File: src/rtl/crc_pkg.sv
package crc_pkg;

    localparam int SUM_W   = 32;
    localparam int HALF_W  = 16;
    localparam int BYTE_W  = 8;
    localparam int ADDR_W  = 2;

    localparam logic [SUM_W-1:0]  POLY32_REFL = 32'hEDB8_8320;
    localparam logic [HALF_W-1:0] POLY16_REFL = 16'h8408;

    localparam logic [ADDR_W-1:0] ADDR_CTRL = 2'd0;
    localparam logic [ADDR_W-1:0] ADDR_DATA = 2'd1;
    localparam logic [ADDR_W-1:0] ADDR_SUM  = 2'd2;
    localparam logic [ADDR_W-1:0] ADDR_STAT = 2'd3;

    localparam int CTRL_EN_BIT   = 0;
    localparam int CTRL_MODE_BIT = 1;
    localparam int CTRL_DONE_BIT = 2;

    typedef enum logic {
        MODE_CRC16 = 1'b0,
        MODE_CRC32 = 1'b1
    } crc_mode_e;

    typedef struct packed {
        logic      enable;
        crc_mode_e mode;
        logic      busy;
    } ctrl_state_t;

    typedef struct packed {
        logic       fire;
        logic [BYTE_W-1:0] data;
    } byte_req_t;

    typedef struct packed {
        logic             load;
        logic [SUM_W-1:0] value;
    } preset_req_t;

    function automatic logic [SUM_W-1:0] mirror32(input logic [SUM_W-1:0] v);
        logic [SUM_W-1:0] r;
        for (int i = 0; i < SUM_W; i++) begin
            r[i] = v[SUM_W-1-i];
        end
        return r;
    endfunction

endpackage

File: src/rtl/crc_ctrl.sv
module crc_ctrl
    import crc_pkg::*;
(
    input  logic              clk,
    input  logic              rst,
    input  logic              ctrl_wr,
    input  logic              data_wr,
    input  logic [2:0]        ctrl_bits,
    output ctrl_state_t       state_q,
    output logic              accept_byte
);

    ctrl_state_t state_d;

    assign accept_byte = data_wr && state_q.enable;

    always_comb begin
        state_d = state_q;
        if (accept_byte) begin
            state_d.busy = 1'b1;
        end
        if (ctrl_wr) begin
            if (!state_q.enable) begin
                state_d.mode = crc_mode_e'(ctrl_bits[CTRL_MODE_BIT]);
            end
            state_d.enable = ctrl_bits[CTRL_EN_BIT];
            if (ctrl_bits[CTRL_DONE_BIT] || !ctrl_bits[CTRL_EN_BIT]) begin
                state_d.busy = 1'b0;
            end
        end
    end

    always_ff @(posedge clk) begin
        if (rst) begin
            state_q <= '{enable: 1'b0, mode: MODE_CRC16, busy: 1'b0};
        end else begin
            state_q <= state_d;
        end
    end

endmodule

File: src/rtl/crc_core.sv
module crc_core
    import crc_pkg::*;
#(
    parameter int W     = SUM_W,
    parameter int HW    = HALF_W,
    parameter int BW    = BYTE_W
) (
    input  logic          clk,
    input  logic          rst,
    input  crc_mode_e     mode,
    input  byte_req_t     byte_req,
    input  preset_req_t   preset,
    output logic [W-1:0]  sum_q
);

    localparam logic [W-1:0]  P_WIDE   = W'(POLY32_REFL);
    localparam logic [HW-1:0] P_NARROW = HW'(POLY16_REFL);

    logic [W-1:0]  wide_chain   [BW+1];
    logic [HW-1:0] narrow_chain [BW+1];
    logic [W-1:0]  sum_d;

    assign wide_chain[0]   = sum_q;
    assign narrow_chain[0] = sum_q[HW-1:0];

    for (genvar b = 0; b < BW; b++) begin : g_bit
        logic wide_fb;
        logic narrow_fb;
        assign wide_fb   = wide_chain[b][0] ^ byte_req.data[b];
        assign narrow_fb = narrow_chain[b][0] ^ byte_req.data[b];
        assign wide_chain[b+1]   = (wide_chain[b] >> 1) ^ (wide_fb ? P_WIDE : '0);
        assign narrow_chain[b+1] = (narrow_chain[b] >> 1) ^ (narrow_fb ? P_NARROW : '0);
    end

    always_comb begin
        sum_d = sum_q;
        if (preset.load) begin
            sum_d = preset.value;
        end else if (byte_req.fire) begin
            if (mode == MODE_CRC32) begin
                sum_d = wide_chain[BW];
            end else begin
                sum_d = {{(W-HW){1'b0}}, narrow_chain[BW]};
            end
        end
    end

    always_ff @(posedge clk) begin
        if (rst) begin
            sum_q <= '0;
        end else begin
            sum_q <= sum_d;
        end
    end

endmodule

File: src/rtl/crc_readback.sv
module crc_readback
    import crc_pkg::*;
(
    input  logic [ADDR_W-1:0] addr,
    input  ctrl_state_t       state,
    input  logic [SUM_W-1:0]  sum,
    output logic [SUM_W-1:0]  rd_data
);

    logic [SUM_W-1:0] sum_view;

    always_comb begin
        if (state.mode == MODE_CRC16) begin
            sum_view = {{(SUM_W-HALF_W){1'b0}}, sum[HALF_W-1:0]};
        end else if (state.busy) begin
            sum_view = sum;
        end else begin
            sum_view = ~mirror32(sum);
        end
    end

    always_comb begin
        rd_data = '0;
        unique case (addr)
            ADDR_CTRL: begin
                rd_data[CTRL_EN_BIT]   = state.enable;
                rd_data[CTRL_MODE_BIT] = state.mode;
            end
            ADDR_SUM:  rd_data = sum_view;
            ADDR_STAT: rd_data[0] = state.busy;
            default:   rd_data = '0;
        endcase
    end

endmodule

File: src/rtl/crc_engine.sv
module crc_engine
    import crc_pkg::*;
(
    input  logic              clk,
    input  logic              rst,
    input  logic              wr_en,
    input  logic [1:0]        addr,
    input  logic [31:0]       wr_data,
    output logic [31:0]       rd_data
);

    ctrl_state_t      state_q;
    logic             accept_byte;
    logic             en_q;
    logic             busy_q;
    logic             mode_q;
    logic [SUM_W-1:0] sum_q;
    byte_req_t        byte_req;
    preset_req_t      preset;

    crc_ctrl u_ctrl (
        .clk         (clk),
        .rst         (rst),
        .ctrl_wr     (wr_en && addr == ADDR_CTRL),
        .data_wr     (wr_en && addr == ADDR_DATA),
        .ctrl_bits   (wr_data[2:0]),
        .state_q     (state_q),
        .accept_byte (accept_byte)
    );

    assign byte_req.fire = accept_byte;
    assign byte_req.data = wr_data[BYTE_W-1:0];
    assign preset.load   = wr_en && addr == ADDR_SUM && !state_q.enable;
    assign preset.value  = wr_data;

    crc_core u_core (
        .clk      (clk),
        .rst      (rst),
        .mode     (state_q.mode),
        .byte_req (byte_req),
        .preset   (preset),
        .sum_q    (sum_q)
    );

    crc_readback u_rd (
        .addr    (addr),
        .state   (state_q),
        .sum     (sum_q),
        .rd_data (rd_data)
    );

    assign en_q   = state_q.enable;
    assign busy_q = state_q.busy;
    assign mode_q = state_q.mode;

endmodule

File: config.mk
export PLATFORM = sky130hd
export DESIGN_NAME = crc_engine
export DESIGN_NICKNAME = d
export VERILOG_FILES = /design/src/rtl/crc_pkg.sv /design/src/rtl/crc_ctrl.sv /design/src/rtl/crc_core.sv /design/src/rtl/crc_readback.sv /design/src/rtl/crc_engine.sv
export SDC_FILE = /design/constraint.sdc
export NUM_CORES = 1
export LEC_CHECK = 0
export BUFFER_PORTS_ARGS = -buffer_cell sky130_fd_sc_hd__buf_4
export CAP_MARGIN = 20
export CORE_MARGIN = 1.5
export CORE_UTILIZATION = 51
export CTS_BUF_LIST = sky130_fd_sc_hd__clkbuf_4 sky130_fd_sc_hd__clkbuf_8
export DETAILED_ROUTE_END_ITERATION = 10
export PLACE_DENSITY = 0.79
export RECOVER_POWER = 50
export SYNTH_ARGS = -nofsm -noshare
export SYNTH_HDL_FRONTEND = slang
export SYNTH_SLANG_ARGS = --single-unit
File: constraint.sdc
create_clock -name clk -period 2 [get_ports clk]
set_clock_uncertainty 0.05 [all_clocks]
set_input_delay 0.4 -clock clk [delete_from_list [all_inputs] [get_ports clk]]
set_output_delay 0.4 -clock clk [all_outputs]
set_load 0.01 [all_outputs]
==> results of run 1 <==
==> metal layers <==
metal,global-route usage,vias to the layer above
li1,-,1479
met1,0.414,1447
met2,0.487,111
met3,0.0442,17
met4,0.0804,0
met5,0,-
==> what timing repair did <==
action                     in CTS  in global routing
hold endpoints to repair        0                  0
gates resized for setup         0                 10
setup endpoints to repair       0                 19
setup buffers                   0                  3
==> registers in the layout (all words and copies together), names as in the netlist <==
name	flops
u_core.sum_q	32
u_ctrl.state_q	3
==> worst paths after layout <==
| kind | endpoint | slack, ns | cells after the start |
|---|---|---|---|
| setup / recovery | u_core.sum_q[7] | 0.05 | 7 |
| hold / removal | u_core.sum_q[27] | 0.31 | 3 |
| setup reg to reg | u_core.sum_q[7] | 0.05 | 7 |
| hold reg to reg | u_core.sum_q[10] | 0.48 | 2 |
==> final cells by class <==
| cell class | count | area (um2) |
|---|---|---|
| flip-flops and latches | 35 | 703 |
| fillers | 455 | 1650 |
| repair buffers | 106 | 801 |
| multi-input cells | 318 | 2160 |
| clock buffers | 8 | 104 |
| well taps | 72 | 90.1 |
==> critical path: cells and delay by family (launching register included) <==
family / cells / cell delay [ns]
compound gates: 2 / 0.46
xor+xnor: 3 / 0.65
buf+inv: 1 / 0.21
flops: 1 / 0.39
simple gates: 1 / 0.10
==> power groups by stage <==
stage | registers (mW) | clock network [mW] | logic (mW)
final | 0.777 | 0.594 | 1.09
after global placement | 0.786 | 0 | 1.03
after floorplan | 0.772 | 0 | 0.706
after CTS | 0.772 | 0.605 | 1.06
after detailed placement | 0.788 | 0 | 1.04
after global routing | 0.779 | 0.631 | 1.17
==> stage by stage <==
step / total power [mW] / cells / setup WS, ns
after floorplan: 1.48 / 381 / 0.0685
after global placement: 1.81 / 528 / -0.0214
after detailed placement: 1.83 / 528 / -0.0601
after CTS: 2.43 / 536 / 0.00214
after global routing: 2.58 / 539 / -0.0550
final: 2.46 / 539 / 0.0520
==> cell families after synthesis <==
| group | Yosys count |
|---|---|
| AOI/OAI and AO/OA | 88 |
| xor gates and xnor gates | 73 |
| buffers and inverters | 28 |
| DFF | 35 |
| muxes | 8 |
| and+or+nand+nor | 149 |
==> layout by cell type (no fill, tap or decap), drive strengths merged <==
master   Yosys  layout
nor2        68      68
xnor2       47      47
nand2       49      49
a221oi       1       1
and2         2       2
a21oi       25      25
or3b         1       1
clkbuf      23      15
a211oi      23      23
mux2         1       1
dfxtp       35      35
and3         3       3
nand2b       4       4
o22ai        9       9
a2111oi      1       1
nor3         3       3
or2          2       2
nand3b       1       1
a22oi        1       1
xor2        24      24
xnor3        2       2
buf          5      99
a21boi       1       1
a31oi       14      14
o21ai        5       5
a311oi       7       7
nand3       14      14
nor2b        2       2
mux2i        7       7
o32a         1       1
==> tab_implementation.tex, run 1 <==
\begin{tabular}{lr}
\hline
Metric & Value \\
\hline
\multicolumn{2}{l}{\textbf{Placement}} \\
Sum of net half-perimeters after detailed placement & 6590 um \\
Instance area at placement & 3690 um2 \\
Number of I/O port buffers & 68 \\
Final weighted congestion of routability-driven global placement & 0.948 \\
\multicolumn{2}{l}{\textbf{Route}} \\
Detailed-routed wire length on met3 & 607 um \\
Final routed DRC violation total & 0 \\
DR iter-0 viols & 279 \\
Length of the first detailed-routing pass in iterations & 4 \\
DR WL/cell & 16.7 um \\
Met1 wire length & 3960 um \\
Post-detailed-route count of antenna-violating nets & 0 \\
Sum of routed wire length over all layers & 9000 um \\
Count of vias placed by the detailed router & 3054 \\
Detailed-routed wire length on met2 & 4280 um \\
Highest Signal Layer & met4 \\
Vias per Instance & 5.67 \\
\multicolumn{2}{l}{\textbf{STA}} \\
Highest attainable clock frequency & 513 MHz \\
Total negative setup slack & 0 ns \\
Unrepaired setup endpoints after global routing & yes \\
Final slew viol count & 0 \\
Slew Limit Headroom & 0.733 \\
Post-route minimum period & 1.95 ns \\
Final period util & 0.974 \\
Post-route worst hold slack & 0.311 ns \\
Worst-margin pin slew & 0.398 ns \\
Number of endpoints with negative hold slack in the final report & 0 \\
Number of failing setup endpoints in the final timing report & 0 \\
\multicolumn{2}{l}{\textbf{Status}} \\
Result of the run & finished, final reports clean \\
\multicolumn{2}{l}{\textbf{Critical path}} \\
Arr. time, crit path & 2.10 ns \\
Slowest cell on the critical path & sky130\_fd\_sc\_hd\_\_dfxtp\_1 \\
Kind of start point of the critical path & flop \\
R2r startpoint & u\_core.sum\_q[0] \\
Worst Setup Path Type & reg2reg \\
Critical Path Max Stage Delay & 0.39 ns \\
Setup crit end kind & flop \\
Worst path required time & 2.15 ns \\
Worst-path cell chain & xnor2\_4, buf\_4, xor2\_2, nor2\_1, a21oi\_1, xnor2\_1, a211oi\_1 \\
Maximum fanout count along the critical path & 5 \\
Start point of the critical path & u\_core.sum\_q[0] \\
\multicolumn{2}{l}{\textbf{Synth}} \\
Arithmetic-cell share of the synthesized area counting full adders, half adders and majority gates & 0 \\
Proportion of synthesized flip-flops having asynchronous set or reset & 0 \\
Count of state elements after synthesis & 35 \\
Mux share of post-synthesis cell area & 0.0280 \\
Top cells by count, synth & sky130\_fd\_sc\_hd\_\_nor2\_1 (68), sky130\_fd\_sc\_hd\_\_nand2\_1 (49), sky130\_fd\_sc\_hd\_\_xnor2\_1 (38) \\
Cell types with the largest area share after synthesis & sky130\_fd\_sc\_hd\_\_dfxtp\_1 (24\%), sky130\_fd\_sc\_hd\_\_xnor2\_1 (11\%), sky130\_fd\_sc\_hd\_\_nor2\_1 (8.8\%) \\
Share of synthesized area occupied by flip-flops and latches & 0.241 \\
Post-Syn Nets & 418 \\
Fraction of synthesized cell area taken by the top area cell type & 0.241 \\
Yosys warning count & 0 \\
Number of enable-type register cells in the synthesized netlist & 0 \\
Synthesized cell area & 2910 um2 \\
Dominant synthesized flop cell & sky130\_fd\_sc\_hd\_\_dfxtp\_1 \\
Gate Count Post-Synth & 381 \\
Share of the synthesized area in compound gates (AO/OA/AOI/OAI) & 0.199 \\
Simple-Gate Fraction of Synth Area & 0.214 \\
Post-synthesis share of cell area spent on xor and xnor gates & 0.281 \\
Cell with the most instances after synthesis & sky130\_fd\_sc\_hd\_\_nor2\_1 \\
Count of unique library cells instantiated by Yosys & 38 \\
Dominant combinational cell family by area after synthesis & XOR/XNOR gates \\
Cell type contributing the most total cell area after synthesis & sky130\_fd\_sc\_hd\_\_dfxtp\_1 \\
Post-synthesis average cell area & 7.63 um2 \\
\multicolumn{2}{l}{\textbf{Final layout}} \\
Number of diodes added for antenna fixing & 0 \\
Share of cells above drive strength 1 & 0.291 \\
Utilization of the core after routing & 0.700 \\
P\&R area growth vs syn & 32.7\% \\
Post-layout instance area & 3860 um2 \\
Final Net Count & 503 \\
\multicolumn{2}{l}{\textbf{Pwr}} \\
Share of total power in combinational logic & 0.443 \\
Internal power consumption & 1.62 mW \\
Peak VDD IR & 0.000416 V \\
Fraction of power spent switching nets & 0.343 \\
Portion of total power attributed to the clock network & 0.241 \\
P per Cell Area & 638 nW/um2 \\
Share of power burned in registers & 0.315 \\
Switching Power & 0.845 mW \\
Static leakage power & 1.50 nW \\
\multicolumn{2}{l}{\textbf{Clock tree}} \\
Number of hold buffers added after CTS & 0 \\
Reg clk slew, reported paths & 0.08 ns \\
TritonCTS Buffers & 5 \\
CTS tree & yes \\
Max H-tree Level & 2 \\
Maximum buffer depth of the clock tree & 2 \\
TritonCTS sink count & 35 \\
Clk Tree Root Cell & sky130\_fd\_sc\_hd\_\_clkbuf\_8 \\
Clock latency on the worst-skew pair & 0.29 ns \\
\multicolumn{2}{l}{\textbf{Worst hold path}} \\
Tightest Hold Check Type & in2reg \\
HP Start & wr\_data[27] \\
\multicolumn{2}{l}{\textbf{Floorplanning}} \\
Total I/O pin count & 69 \\
Count of standard-cell rows & 27 \\
Core outline area & 5510 um2 \\
Die Wd & 78.5 um \\
Die Y & 78.5 um \\
Initial core utilization & 0.528 \\
Die footprint & 6160 um2 \\
\multicolumn{2}{l}{\textbf{Global routing}} \\
Number of antenna violations at the first check in global routing & 0 \\
GRT Overall Usage & 0.300 \\
Wire length of the first global-routing pass & 14300 um \\
Vias in the first global route & 2840 \\
Largest net degree at the start of global routing & 37 \\
Residual overflow from global routing & 0 \\
\multicolumn{2}{l}{\textbf{Job}} \\
Number of maximum-capacitance violations & 0 \\
\hline
\end{tabular}
Note: power is estimated with default switching activity, not from simulation.
==> run 2, diff against run 1 <==
Settings changed: CELL_PAD_IN_SITES_DETAIL_PLACEMENT set to 1, CELL_PAD_IN_SITES_GLOBAL_PLACEMENT set to 2, CORE_UTILIZATION 51 to 28, CTS_BUF_LIST sky130_fd_sc_hd__clkbuf_4 sky130_fd_sc_hd__clkbuf_8 to not set, PLACE_DENSITY 0.79 to not set, PLACE_DENSITY_LB_ADDON set to 0.1.
==> run 2 against run 1 <==
Non-clock buffer count is 13 higher; via count is 2.0% higher; sequential cell count stayed put; critical path type is now reg2out; sequential share of layout area is 1.4 points lower; maximum frequency is 1.2% lower; worst hold slack better by 0.010 ns; sequential power hardly changed; register-to-register slack hardly changed; clock power is 2% lower; global-route usage is 9.3 points lower; final area is 9.0% higher; total power is 3.3% higher.
==> tab_implementation.tex, run 2 (synthesized netlist as in run 1, its figures left out) <==
\begin{tabular}{lr}
\hline
Metric & Value \\
\hline
\multicolumn{2}{l}{\textbf{Critical path}} \\
R2r startpoint & u\_core.sum\_q[1] \\
Arr. time, crit path & 1.52 ns (-0.58 ns) \\
Cell depth of the worst setup path & 4 (-3) \\
Number of buffer and inverter instances along the worst setup path & 2 (+1) \\
Worst path required time & 1.55 ns (-0.60 ns) \\
Maximum fanout count along the critical path & 14 (+9) \\
Worst Setup Path Type & reg2out \\
Setup crit end kind & output port \\
Kind of start point of the critical path & flop \\
Flop2flop setup slack & 0.04 ns (about the same) \\
Worst-path cell chain & nor2b\_4, bufbuf\_16, a211oi\_2, buf\_4 \\
Critical Path Max Stage Delay & 0.37 ns (-0.02 ns) \\
Start point of the critical path & u\_ctrl.state\_q[1] \\
Number of cells traversed by the worst register-to-register path & 8 (+1) \\
Slowest cell on the critical path & sky130\_fd\_sc\_hd\_\_dfxtp\_4 \\
Category of cells accounting for the largest share of critical-path delay & buffers and inverters \\
\multicolumn{2}{l}{\textbf{Clock tree}} \\
Clk Tree Root Cell & sky130\_fd\_sc\_hd\_\_clkbuf\_8 \\
TritonCTS sink count & 35 (unchanged) \\
TritonCTS Buffers & 5 (unchanged) \\
CTS tree & yes \\
Reg clk slew, reported paths & 0.07 ns (about the same) \\
Max H-tree Level & 2 (unchanged) \\
Maximum buffer depth of the clock tree & 2 (unchanged) \\
Clock latency on the worst-skew pair & 0.29 ns (about the same) \\
\multicolumn{2}{l}{\textbf{Final layout}} \\
Share of cells above drive strength 1 & 0.344 (+0.0525) \\
Number of flip-flops in the largest register & 32 (unchanged) \\
Number of diodes added for antenna fixing & 0 (unchanged) \\
Largest registers in the final layout & u\_core.sum\_q (32), u\_ctrl.state\_q (3) \\
P\&R area growth vs syn & 44.7\% \\
Final cell count without fillers & 616 (+14\%) \\
Biggest register & u\_core.sum\_q \\
Leading cell types in the layout, fill and taps excluded & sky130\_fd\_sc\_hd\_\_buf\_4 (111), sky130\_fd\_sc\_hd\_\_nor2\_1 (68), sky130\_fd\_sc\_hd\_\_nand2\_1 (49) \\
Final Net Count & 516 (+2.6\%) \\
Most common cell after layout, fill and taps aside & sky130\_fd\_sc\_hd\_\_buf\_4 \\
\multicolumn{2}{l}{\textbf{Worst hold path}} \\
Worst hold path stage count & 3 (unchanged) \\
Tightest Hold Check Type & in2reg \\
HP Start & wr\_data[28] \\
\multicolumn{2}{l}{\textbf{Placement}} \\
Sum of net half-perimeters after detailed placement & 8410 um (+28\%) \\
Final weighted congestion of routability-driven global placement & 0.882 (-7.0\%) \\
Number of I/O port buffers & 68 (unchanged) \\
Total instance count after detailed placement & 600 (+14\%) \\
Setup Slack @ Placement & -0.114 ns (-0.0535 ns) \\
\multicolumn{2}{l}{\textbf{Route}} \\
Count of vias placed by the detailed router & 3114 (+2.0\%) \\
Vias per Instance & 5.06 (-11\%) \\
Sum of routed wire length over all layers & 11300 um (+26\%) \\
Final routed DRC violation total & 0 (unchanged) \\
DR WL/cell & 18.4 um (+10\%) \\
Post-detailed-route count of antenna-violating nets & 0 (unchanged) \\
Length of the first detailed-routing pass in iterations & 4 (unchanged) \\
DR iter-0 viols & 118 (-58\%) \\
\multicolumn{2}{l}{\textbf{Global routing}} \\
Largest net degree at the start of global routing & 37 (unchanged) \\
Residual overflow from global routing & 0 (unchanged) \\
Wire length of the first global-routing pass & 17600 um (+23\%) \\
Number of antenna violations at the first check in global routing & 0 (unchanged) \\
Vias in the first global route & 3136 (+10\%) \\
GRT Overall Usage & 0.207 (-0.0928) \\
\multicolumn{2}{l}{\textbf{STA}} \\
Number of endpoints with negative hold slack in the final report & 0 (unchanged) \\
Min setup slack post-route & 0.0283 ns (-0.0237 ns) \\
Final slew viol count & 0 (unchanged) \\
Post-route minimum period & 1.97 ns (+0.0237 ns) \\
Highest attainable clock frequency & 507 MHz (-1.2\%) \\
Final period util & 0.986 (+0.0118) \\
Slew Limit Headroom & 0.654 (-0.0784) \\
Unrepaired setup endpoints after global routing & yes \\
Worst-margin pin slew & 0.518 ns (+0.120 ns) \\
Number of failing setup endpoints in the final timing report & 0 (unchanged) \\
\multicolumn{2}{l}{\textbf{Pwr}} \\
Overall power consumption & 2.54 mW (+3.3\%) \\
Static leakage power & 1.62 nW (+7.7\%) \\
P per Cell Area & 605 nW/um2 (-5.3\%) \\
Peak VDD IR & 0.000289 V (-31\%) \\
\multicolumn{2}{l}{\textbf{Floorplanning}} \\
Core outline area & 10200 um2 (+85\%) \\
Die Wd & 105 um (+34\%) \\
Count of standard-cell rows & 37 (+37\%) \\
Initial core utilization & 0.285 (-0.242) \\
Total I/O pin count & 69 (unchanged) \\
Die Y & 105 um (+34\%) \\
Die footprint & 11000 um2 (+79\%) \\
\multicolumn{2}{l}{\textbf{Status}} \\
Result of the run & finished, final reports clean \\
\multicolumn{2}{l}{\textbf{Job}} \\
Number of maximum-capacitance violations & 0 (unchanged) \\
\hline
\end{tabular}
## run 2: path summary, 6_finish.rpt
check	end
worst max-delay path	rd_data[5]
worst max register to register	u_core.sum_q[17]
worst min register to register	u_core.sum_q[10]
worst min-delay path	u_core.sum_q[28]
## run 2: area by class of cell
type	count	area [um2]
clock buffer	8	100
fill	1240	5980
multi-input combinational	318	2250
sequential	35	708
tap	136	170
timing repair buffer	119	977
## run 2: power by group
part           leakage [nW]  internal, mW  switching [mW]
logic                  1.28         0.617           0.565
registers             0.287         0.726          0.0524
clock network        0.0515         0.315           0.268
## run 2: repair_timing
action,CTS,global route
pin swaps,1,10
endpoints found under the setup margin,16,23
gates resized for setup,10,22
hold buffers,0,0
cloned,1,1
setup buffers,0,6
## run 2: worst min-delay path, stage by stage
cell and delay, ns:
sky130_fd_sc_hd__buf_4 0.08, sky130_fd_sc_hd__nand2_1 0.04, sky130_fd_sc_hd__a31oi_1 0.11
## run 2: per-layer routing
metal,share of wire,global-route usage,routed length (um),up-vias
li1,-,-,-,1497
met5,0,0,0,-
met4,0.0090,0.0382,102,0
met1,0.46,0.292,5260,1532
met3,0.052,0.0243,591,9
met2,0.47,0.339,5370,76
## run 2: stage by stage
step | TNS [ns] | cell area, um2 | util | hold slack (ns)
3_3_place_gp | -0.121 | 3840 | 0.377 | 0.468
6_report | 0 | 4200 | 0.413 | 0.321
5_1_grt | -0.167 | 4200 | 0.413 | 0.330
3_5_place_dp | -0.495 | 3840 | 0.377 | 0.478
4_1_cts | 0 | 4010 | 0.394 | 0.315
2_1_floorplan | 0 | 2910 | - | 0.443
